--- src/rtl/coh_trk_pkg.sv ---
// Shared encodings for the coherence response tracker.
// Assumes: event bit positions are decoded by the consuming state machine.
package coh_trk_pkg;
    localparam int EVT_W        = 5;
    localparam int EV_DATA_ZERO = 0;
    localparam int EV_DATA_MORE = 1;
    localparam int EV_DATA_LAST = 2;
    localparam int EV_ACK       = 3;
    localparam int EV_ACK_LAST  = 4;

    typedef enum logic {
        RSP_DATA = 1'b0,
        RSP_ACK  = 1'b1
    } rsp_kind_e;
endpackage

--- src/rtl/coh_trk_classify.sv ---
// Names one reply against the stored ack count of its record.
// Assumes: CNT_W > ACK_W so the carried count fits as a positive signed value.
module coh_trk_classify
    import coh_trk_pkg::*;
#(
    parameter int CNT_W = 5,
    parameter int ACK_W = 4
) (
    input  rsp_kind_e                kind,
    input  logic [ACK_W-1:0]         carried,
    input  logic signed [CNT_W-1:0]  cnt,
    output logic [EVT_W-1:0]         evt,
    output logic signed [CNT_W-1:0]  cnt_nxt,
    output logic                     cnt_upd,
    output logic                     done
);
    localparam logic signed [CNT_W-1:0] ONE = CNT_W'(1);

    logic signed [CNT_W-1:0] carried_s;
    logic signed [CNT_W-1:0] sum;

    assign carried_s = {{(CNT_W-ACK_W){1'b0}}, carried};
    assign sum       = cnt + carried_s;

    // Decide the event, the new count and whether the record finishes.
    always_comb begin
        evt     = '0;
        cnt_nxt = cnt;
        cnt_upd = 1'b0;
        done    = 1'b0;
        if (kind == RSP_ACK) begin
            if (cnt == ONE) begin
                evt[EV_ACK_LAST] = 1'b1;
                done             = 1'b1;
            end else begin
                evt[EV_ACK] = 1'b1;
                cnt_nxt     = cnt - ONE;
                cnt_upd     = 1'b1;
            end
        end else if (carried == '0) begin
            evt[EV_DATA_ZERO] = 1'b1;
            done              = 1'b1;
        end else if (sum == '0) begin
            evt[EV_DATA_LAST] = 1'b1;
            done              = 1'b1;
        end else begin
            evt[EV_DATA_MORE] = 1'b1;
            cnt_nxt           = sum;
            cnt_upd           = 1'b1;
        end
    end
endmodule

--- src/rtl/coh_trk_pick.sv ---
// Finds the lowest-numbered free record.
// Assumes: free_vec bit i is high when record i may be claimed.
module coh_trk_pick #(
    parameter int N     = 4,
    parameter int IDX_W = 2
) (
    input  logic [N-1:0]     free_vec,
    output logic             any_free,
    output logic [IDX_W-1:0] idx
);
    // Scan from the top down so the lowest free index wins.
    always_comb begin
        any_free = 1'b0;
        idx      = '0;
        for (int i = N - 1; i >= 0; i--) begin
            if (free_vec[i]) begin
                any_free = 1'b1;
                idx      = IDX_W'(i);
            end
        end
    end
endmodule

--- src/rtl/coh_trk_entry.sv ---
// Storage for one outstanding-miss record: busy bit, signed ack count,
// prefetch flag and deferred-forward record.
// Assumes: alloc_we only targets a free record; free_we only a busy one.
module coh_trk_entry #(
    parameter int CNT_W      = 5,
    parameter int ACK_W      = 4,
    parameter int NUM_CACHES = 8,
    parameter int REQ_W      = 3
) (
    input  logic                    clk,
    input  logic                    rst_n,
    input  logic                    alloc_we,
    input  logic                    alloc_pf,
    input  logic                    cnt_we,
    input  logic signed [CNT_W-1:0] cnt_in,
    input  logic                    free_we,
    input  logic                    gets_we,
    input  logic [REQ_W-1:0]        gets_req,
    input  logic                    getx_we,
    input  logic [REQ_W-1:0]        getx_req,
    input  logic [ACK_W-1:0]        getx_acks,
    output logic                    busy,
    output logic signed [CNT_W-1:0] cnt,
    output logic                    pf,
    output logic [NUM_CACHES-1:0]   gets_set,
    output logic                    gx_vld,
    output logic [REQ_W-1:0]        gx_req,
    output logic [ACK_W-1:0]        gx_acks
);
    // Claim, update or release the record.
    always_ff @(posedge clk) begin
        if (!rst_n) begin
            busy     <= 1'b0;
            cnt      <= '0;
            pf       <= 1'b0;
            gets_set <= '0;
            gx_vld   <= 1'b0;
            gx_req   <= '0;
            gx_acks  <= '0;
        end else if (alloc_we) begin
            busy     <= 1'b1;
            cnt      <= '0;
            pf       <= alloc_pf;
            gets_set <= '0;
            gx_vld   <= 1'b0;
            gx_req   <= '0;
            gx_acks  <= '0;
        end else if (free_we) begin
            busy <= 1'b0;
        end else begin
            if (cnt_we) begin
                cnt <= cnt_in;
            end
            if (gets_we) begin
                gets_set[gets_req] <= 1'b1;
            end
            if (getx_we) begin
                gx_vld  <= 1'b1;
                gx_req  <= getx_req;
                gx_acks <= getx_acks;
            end
        end
    end
endmodule

--- src/rtl/coh_resp_tracker.sv ---
// Top of the coherence response tracker: record table, claim logic,
// reply classification and registered event/completion outputs.
// Assumes: replies are accepted one per cycle; forward records written in
// the cycle a record completes are dropped.
module coh_resp_tracker
    import coh_trk_pkg::*;
#(
    parameter  int NUM_ENTRIES = 4,
    parameter  int NUM_CACHES  = 8,
    localparam int IDX_W = (NUM_ENTRIES > 1) ? $clog2(NUM_ENTRIES) : 1,
    localparam int REQ_W = (NUM_CACHES > 1) ? $clog2(NUM_CACHES) : 1,
    localparam int ACK_W = $clog2(NUM_CACHES + 1),
    localparam int CNT_W = ACK_W + 1
) (
    input  logic                  clk,
    input  logic                  rst_n,
    input  logic                  alloc_req,
    input  logic                  alloc_prefetch,
    output logic                  alloc_gnt,
    output logic [IDX_W-1:0]      alloc_idx,
    input  logic                  rsp_valid,
    output logic                  rsp_ready,
    input  logic                  rsp_kind,
    input  logic [ACK_W-1:0]      rsp_acks,
    input  logic [IDX_W-1:0]      rsp_idx,
    input  logic                  fwd_gets_valid,
    input  logic [IDX_W-1:0]      fwd_gets_idx,
    input  logic [REQ_W-1:0]      fwd_gets_req,
    input  logic                  fwd_getx_valid,
    input  logic [IDX_W-1:0]      fwd_getx_idx,
    input  logic [REQ_W-1:0]      fwd_getx_req,
    input  logic [ACK_W-1:0]      fwd_getx_acks,
    output logic [EVT_W-1:0]      evt,
    output logic [IDX_W-1:0]      evt_idx,
    output logic                  err,
    output logic                  cmp_valid,
    output logic [IDX_W-1:0]      cmp_idx,
    output logic                  cmp_prefetch,
    output logic [NUM_CACHES-1:0] cmp_gets_set,
    output logic                  cmp_getx_valid,
    output logic [REQ_W-1:0]      cmp_getx_req,
    output logic [ACK_W-1:0]      cmp_getx_acks
);
    logic                    ent_busy [NUM_ENTRIES];
    logic signed [CNT_W-1:0] ent_cnt  [NUM_ENTRIES];
    logic                    ent_pf   [NUM_ENTRIES];
    logic [NUM_CACHES-1:0]   ent_gets [NUM_ENTRIES];
    logic                    ent_gxv  [NUM_ENTRIES];
    logic [REQ_W-1:0]        ent_gxr  [NUM_ENTRIES];
    logic [ACK_W-1:0]        ent_gxa  [NUM_ENTRIES];
    logic [NUM_ENTRIES-1:0]  free_vec;

    logic                    ready_q;
    logic                    accept;
    logic                    hit;
    logic                    sel_busy;
    logic signed [CNT_W-1:0] sel_cnt;
    logic                    sel_pf;
    logic [NUM_CACHES-1:0]   sel_gets;
    logic                    sel_gxv;
    logic [REQ_W-1:0]        sel_gxr;
    logic [ACK_W-1:0]        sel_gxa;
    logic [EVT_W-1:0]        cls_evt;
    logic signed [CNT_W-1:0] cls_cnt;
    logic                    cls_upd;
    logic                    cls_done;
    logic                    pick_any;
    logic [IDX_W-1:0]        pick_idx;

    // Replies are taken from the first cycle after reset onward.
    always_ff @(posedge clk) begin
        if (!rst_n) begin
            ready_q <= 1'b0;
        end else begin
            ready_q <= 1'b1;
        end
    end

    assign rsp_ready = ready_q;
    assign accept    = rsp_valid && ready_q;
    assign hit       = accept && sel_busy;

    coh_trk_pick #(
        .N     (NUM_ENTRIES),
        .IDX_W (IDX_W)
    ) pick_i (
        .free_vec (free_vec),
        .any_free (pick_any),
        .idx      (pick_idx)
    );

    assign alloc_gnt = alloc_req && pick_any;
    assign alloc_idx = pick_idx;

    // Select the record the reply addresses; out-of-range reads as free.
    always_comb begin
        sel_busy = 1'b0;
        sel_cnt  = '0;
        sel_pf   = 1'b0;
        sel_gets = '0;
        sel_gxv  = 1'b0;
        sel_gxr  = '0;
        sel_gxa  = '0;
        for (int i = 0; i < NUM_ENTRIES; i++) begin
            if (rsp_idx == IDX_W'(i)) begin
                sel_busy = ent_busy[i];
                sel_cnt  = ent_cnt[i];
                sel_pf   = ent_pf[i];
                sel_gets = ent_gets[i];
                sel_gxv  = ent_gxv[i];
                sel_gxr  = ent_gxr[i];
                sel_gxa  = ent_gxa[i];
            end
        end
    end

    coh_trk_classify #(
        .CNT_W (CNT_W),
        .ACK_W (ACK_W)
    ) cls_i (
        .kind    (rsp_kind_e'(rsp_kind)),
        .carried (rsp_acks),
        .cnt     (sel_cnt),
        .evt     (cls_evt),
        .cnt_nxt (cls_cnt),
        .cnt_upd (cls_upd),
        .done    (cls_done)
    );

    for (genvar g = 0; g < NUM_ENTRIES; g++) begin : g_ent
        logic this_rsp;
        assign this_rsp    = hit && (rsp_idx == IDX_W'(g));
        assign free_vec[g] = !ent_busy[g];

        coh_trk_entry #(
            .CNT_W      (CNT_W),
            .ACK_W      (ACK_W),
            .NUM_CACHES (NUM_CACHES),
            .REQ_W      (REQ_W)
        ) ent_i (
            .clk       (clk),
            .rst_n     (rst_n),
            .alloc_we  (alloc_gnt && (pick_idx == IDX_W'(g))),
            .alloc_pf  (alloc_prefetch),
            .cnt_we    (this_rsp && cls_upd),
            .cnt_in    (cls_cnt),
            .free_we   (this_rsp && cls_done),
            .gets_we   (fwd_gets_valid && (fwd_gets_idx == IDX_W'(g)) && ent_busy[g]),
            .gets_req  (fwd_gets_req),
            .getx_we   (fwd_getx_valid && (fwd_getx_idx == IDX_W'(g)) && ent_busy[g]),
            .getx_req  (fwd_getx_req),
            .getx_acks (fwd_getx_acks),
            .busy      (ent_busy[g]),
            .cnt       (ent_cnt[g]),
            .pf        (ent_pf[g]),
            .gets_set  (ent_gets[g]),
            .gx_vld    (ent_gxv[g]),
            .gx_req    (ent_gxr[g]),
            .gx_acks   (ent_gxa[g])
        );
    end

    // Register the event, error and completion report of the accepted reply.
    always_ff @(posedge clk) begin
        if (!rst_n) begin
            evt            <= '0;
            evt_idx        <= '0;
            err            <= 1'b0;
            cmp_valid      <= 1'b0;
            cmp_idx        <= '0;
            cmp_prefetch   <= 1'b0;
            cmp_gets_set   <= '0;
            cmp_getx_valid <= 1'b0;
            cmp_getx_req   <= '0;
            cmp_getx_acks  <= '0;
        end else begin
            evt            <= hit ? cls_evt : '0;
            evt_idx        <= rsp_idx;
            err            <= accept && !sel_busy;
            cmp_valid      <= hit && cls_done;
            cmp_idx        <= rsp_idx;
            cmp_prefetch   <= sel_pf;
            cmp_gets_set   <= sel_gets;
            cmp_getx_valid <= sel_gxv;
            cmp_getx_req   <= sel_gxr;
            cmp_getx_acks  <= sel_gxa;
        end
    end
endmodule

--- config.mk ---
export PLATFORM = sky130hd
export DESIGN_NAME = coh_resp_tracker
export DESIGN_NICKNAME = d
export VERILOG_FILES = /design/src/rtl/coh_trk_pkg.sv /design/src/rtl/coh_trk_classify.sv /design/src/rtl/coh_trk_pick.sv /design/src/rtl/coh_trk_entry.sv /design/src/rtl/coh_resp_tracker.sv
export SDC_FILE = /design/constraint.sdc
export NUM_CORES = 1
export LEC_CHECK = 0
export BUFFER_PORTS_ARGS = -buffer_cell sky130_fd_sc_hd__buf_2
export CAP_MARGIN = 20
export CORE_AREA = 2 2 121 123
export DETAILED_ROUTE_END_ITERATION = 16
export DIE_AREA = 0 0 123 125
export HOLD_SLACK_MARGIN = 0.02
export PLACE_DENSITY_LB_ADDON = 0.12
export SETUP_SLACK_MARGIN = 0.2
export SLEW_MARGIN = 20
export SYNTH_ARGS = -nofsm -noshare
export SYNTH_HDL_FRONTEND = slang
export SYNTH_SLANG_ARGS = --single-unit
--- constraint.sdc ---
create_clock -name clk -period 4.4 [get_ports clk]
set_input_delay 0.22 -clock clk [delete_from_list [all_inputs] [get_ports clk]]
set_output_delay 0.22 -clock clk [all_outputs]
set_load 0.02 [all_outputs]
==> reports/results.md <==
STA
- **Clock Skews** 10.9 ps
- **transition time at the pin with the least slew margin** 1080 ps
- **period utilization** 83.9%
- **final setup violating endpoints** 0
- **setup ws final** 710 ps
- **final hold violation count** 0
- **timing-limited maximum frequency** 271 MHz
- **time the worst path needs with I/O delays and setup** 3690 ps
- **setup repair after global routing missed its margin** false
- **worst rel slew slack** 28.0%
- **Fin Setup TNS** 0 ps
- **number of slew-limit violations in the final report** 0

Logic synthesis
- **Synthesized Nets** 601
- **summed instance area of the synthesized netlist** 5510 um^2
- **prevailing post-synth register cell** sky130_fd_sc_hd__dfxtp_1
- **sequential area share after synthesis** 43.3%
- **Gate Count Post-Synth** 565
- **post-synth cell types** 65
- **Mean Syn Cell Area** 9.74 um^2
- **Synthesis Warnings** 0
- **number of register bits inferred by synthesis** 119
- **share of async-settable or async-resettable flops after synthesis** 0%
- **EDFF count, synth** 0

Setup path
- **Crit Path Class** reg2reg
- **cell type group with the largest total delay on the critical path** compound AO/OA/AOI/OAI gates
- **Buf/Inv on CP** 1
- **critical path launch point type** flip-flop
- **crit path capture type** flip-flop
- **data required time of the critical path** 4740 ps
- **CP arrival** 4030 ps
- **cell at the slowest stage of the critical path** sky130_fd_sc_hd__a21oi_4
- **critical-path maximum fanout** 27
- **stage delay of the slowest cell on the critical path** 570 ps
- **chain of cells forming the critical path** mux4_2, ha_1, inv_1, fa_1, or3b_1, or4_1, a22o_4, a21oi_4, o21ai_0, a21oi_1

Global routing
- **total overflow reported by the global router** 0
- **initial antenna violation count** 0
- **vias in the first global route** 4625
- **maximum number of pins on one net before global-route repair** 41
- **total track usage** 21.5%
- **wire length of the first global-routing pass** 25000 um

Floorplan
- **initial cell density of the core** 38.8%
- **standard cell core area** 14200 um^2
- **number of top-level pins** 60
- **FP Rows** 44
- **width of the die** 123 um
- **Total Die Area** 15400 um^2
- **die boundary height** 125 um

Cells and area
- **leading cell types in the layout, fill and taps excluded** 119 x sky130_fd_sc_hd__dfxtp_1, 59 x sky130_fd_sc_hd__buf_2, 57 x sky130_fd_sc_hd__nand2_1
- **most common library cell in the layout ignoring fill and taps** sky130_fd_sc_hd__dfxtp_1
- **proportion of layout cells with a drive suffix above 1** 22.7%
- **synthesis-to-finish area growth** 17.3%
- **post-layout instance count excluding filler cells** 810
- **final antenna diode count** 0
- **final cell utilization of the core** 45.5%
- **number of fillers in the final layout** 1417
- **number of nets in the final layout** 649

Detailed routing
- **Initial DRT Pass Iterations** 5
- **DR WL met3** 707 um
- **DRC violation count after routing** 0
- **wire length the detailed router placed on met1** 7270 um
- **post-DR wirelength/cell** 19.3 um
- **Iter 0 DRT Violations** 337
- **vias per std cell** 5.64
- **topmost layer with routed signal wires** met4
- **routed wire length on met2** 7380 um
- **remaining number of nets flagged by the antenna check after routing** 0
- **via count** 4567
- **drt total wl** 15600 um

CTS
- **clock buffer depth** 2
- **PostCTS Resize Cnt** 0
- **source-to-sink clock delay at the later pin of the worst-skew pair** 420 ps
- **H-Tree Depth** 4
- **TritonCTS clock tree** built
- **Clk pin slew, worst setup/hold paths** 50 ps
- **sinks on the clock net** 119
- **cts-stage hold buffer count** 0
- **Post-CTS Setup Inserts** 0
- **cell at the root of the clock tree** sky130_fd_sc_hd__clkbuf_16
- **number of buffers added by the clock tree synthesis step** 17

Place
- **count of port buffers added during placement** 59
- **placed wire-length estimate** 10500 um
- **Placement Setup Slack** 435 ps
- **RePlAce Congestion** 0.828
- **total instance count after detailed placement** 778

Power
- **leakage dissipation** 2.36 nW
- **peak supply drop** 0.293 mV
- **power density cells** 395 nW/um^2
- **Total Power** 2.55 mW

Outcome
- **run status** finished, final reports clean

Job
- **number of max-capacitance violations reported** 0

Hold path
- **worst min-delay path category** in2reg

-- path summary, 6_finish.rpt --
path | from | to | slack (ps) | cells after the start
worst max register to register | g_ent[3].ent_i.cnt[0] | g_ent[3].ent_i.cnt[2] | 710 | 10
worst min register to register | g_ent[0].ent_i.gets_set[2] | g_ent[0].ent_i.gets_set[2] | 450 | 2
worst max-delay path | g_ent[3].ent_i.cnt[0] | g_ent[3].ent_i.cnt[2] | 710 | 10
worst min-delay path | fwd_getx_acks[0] | g_ent[1].ent_i.gx_acks[0] | 90 | 3
-- Yosys cell counts (5+ instances only) --
library cell,number,area share [%]
sky130_fd_sc_hd__dfxtp_1,119,43
sky130_fd_sc_hd__nand2_1,57,3.9
sky130_fd_sc_hd__a21oi_1,44,4.0
sky130_fd_sc_hd__nand3_1,36,3.3
sky130_fd_sc_hd__o21ai_0,36,3.3
sky130_fd_sc_hd__o21ai_1,34,3.1
sky130_fd_sc_hd__and2_1,24,2.7
sky130_fd_sc_hd__mux4_2,24,9.8
sky130_fd_sc_hd__clkbuf_1,23,1.6
sky130_fd_sc_hd__nor2_1,22,1.5
sky130_fd_sc_hd__o211ai_1,11,1.5
sky130_fd_sc_hd__o31ai_1,10,1.4
sky130_fd_sc_hd__and3_1,7,0.80
sky130_fd_sc_hd__ha_1,7,1.6
sky130_fd_sc_hd__inv_1,7,0.48
sky130_fd_sc_hd__nand3b_1,7,0.95
sky130_fd_sc_hd__nand4_1,6,0.68
sky130_fd_sc_hd__nor2b_1,6,0.68
sky130_fd_sc_hd__nor3_1,6,0.55
sky130_fd_sc_hd__mux2i_1,5,0.91
-- state kept, by name (all words and copies together) (netlist names), 5 cells and up --
signal	flops
evt	5
cmp_gets_set	8
g_ent.ent_i.gets_set	32
g_ent.ent_i.gx_acks	16
g_ent.ent_i.cnt	20
g_ent.ent_i.gx_req	12
-- routing by layer --
| layer | GRT usage (%) | vias up |
|---|---|---|
| met1 | 28.7 | 2249 |
| met2 | 34.2 | 110 |
| met5 | 0 | - |
| met4 | 7.82 | 0 |
| met3 | 4.52 | 25 |
| li1 | - | 2183 |
-- final cells by class --
cell class	count	area (um^2)	share of cell area, %
clock buffer	26	519	8.04
clock inverter	6	40.0	0.620
multi-input combinational	406	2940	45.5
sequential	119	2380	36.9
inverter	7	26.3	0.407
timing repair buffer	62	318	4.92
tap	184	230	3.57
-- worst register-to-register path, cell delays in order (launching register included) --
cell	delay [ps]
sky130_fd_sc_hd__dfxtp_1	340
sky130_fd_sc_hd__mux4_2	300
sky130_fd_sc_hd__ha_1	210
sky130_fd_sc_hd__inv_1	60
sky130_fd_sc_hd__fa_1	520
sky130_fd_sc_hd__or3b_1	350
sky130_fd_sc_hd__or4_1	530
sky130_fd_sc_hd__a22o_4	390
sky130_fd_sc_hd__a21oi_4	570
sky130_fd_sc_hd__o21ai_0	200
sky130_fd_sc_hd__a21oi_1	160
-- power breakdown --
group / switching (mW) / total (mW) / internal (mW) / leakage, nW
sequential: 0.00817 / 1.09 / 1.09 / 0.960
combinational: 0.114 / 0.164 / 0.0498 / 1.12
clock: 0.484 / 1.29 / 0.807 / 0.276
-- per-stage QoR --
stage	instance area [um^2]	hold WS [ps]
3_5_place_dp	5890	439
3_3_place_gp	5890	429
5_1_grt	6460	94.0
6_report	6460	91.2
2_1_floorplan	5510	248
4_1_cts	6450	82.1
-- logic make-up (layout without fill, tap and decap cells) --
family / after synthesis / count (layout) / synth area share, %
and+or+nand+nor: 196 / 196 / 18.9
AOI/OAI and AO/OA: 171 / 171 / 21.4
DFF: 119 / 119 / 43.3
buffers and inverters: 40 / 101 / 3.39
muxes: 30 / 30 / 10.9
adders and majority gates: 8 / 8 / 1.95
xor gates and xnor gates: 1 / 1 / 0.159
No activity file was read; power rests on OpenSTA's default activity.
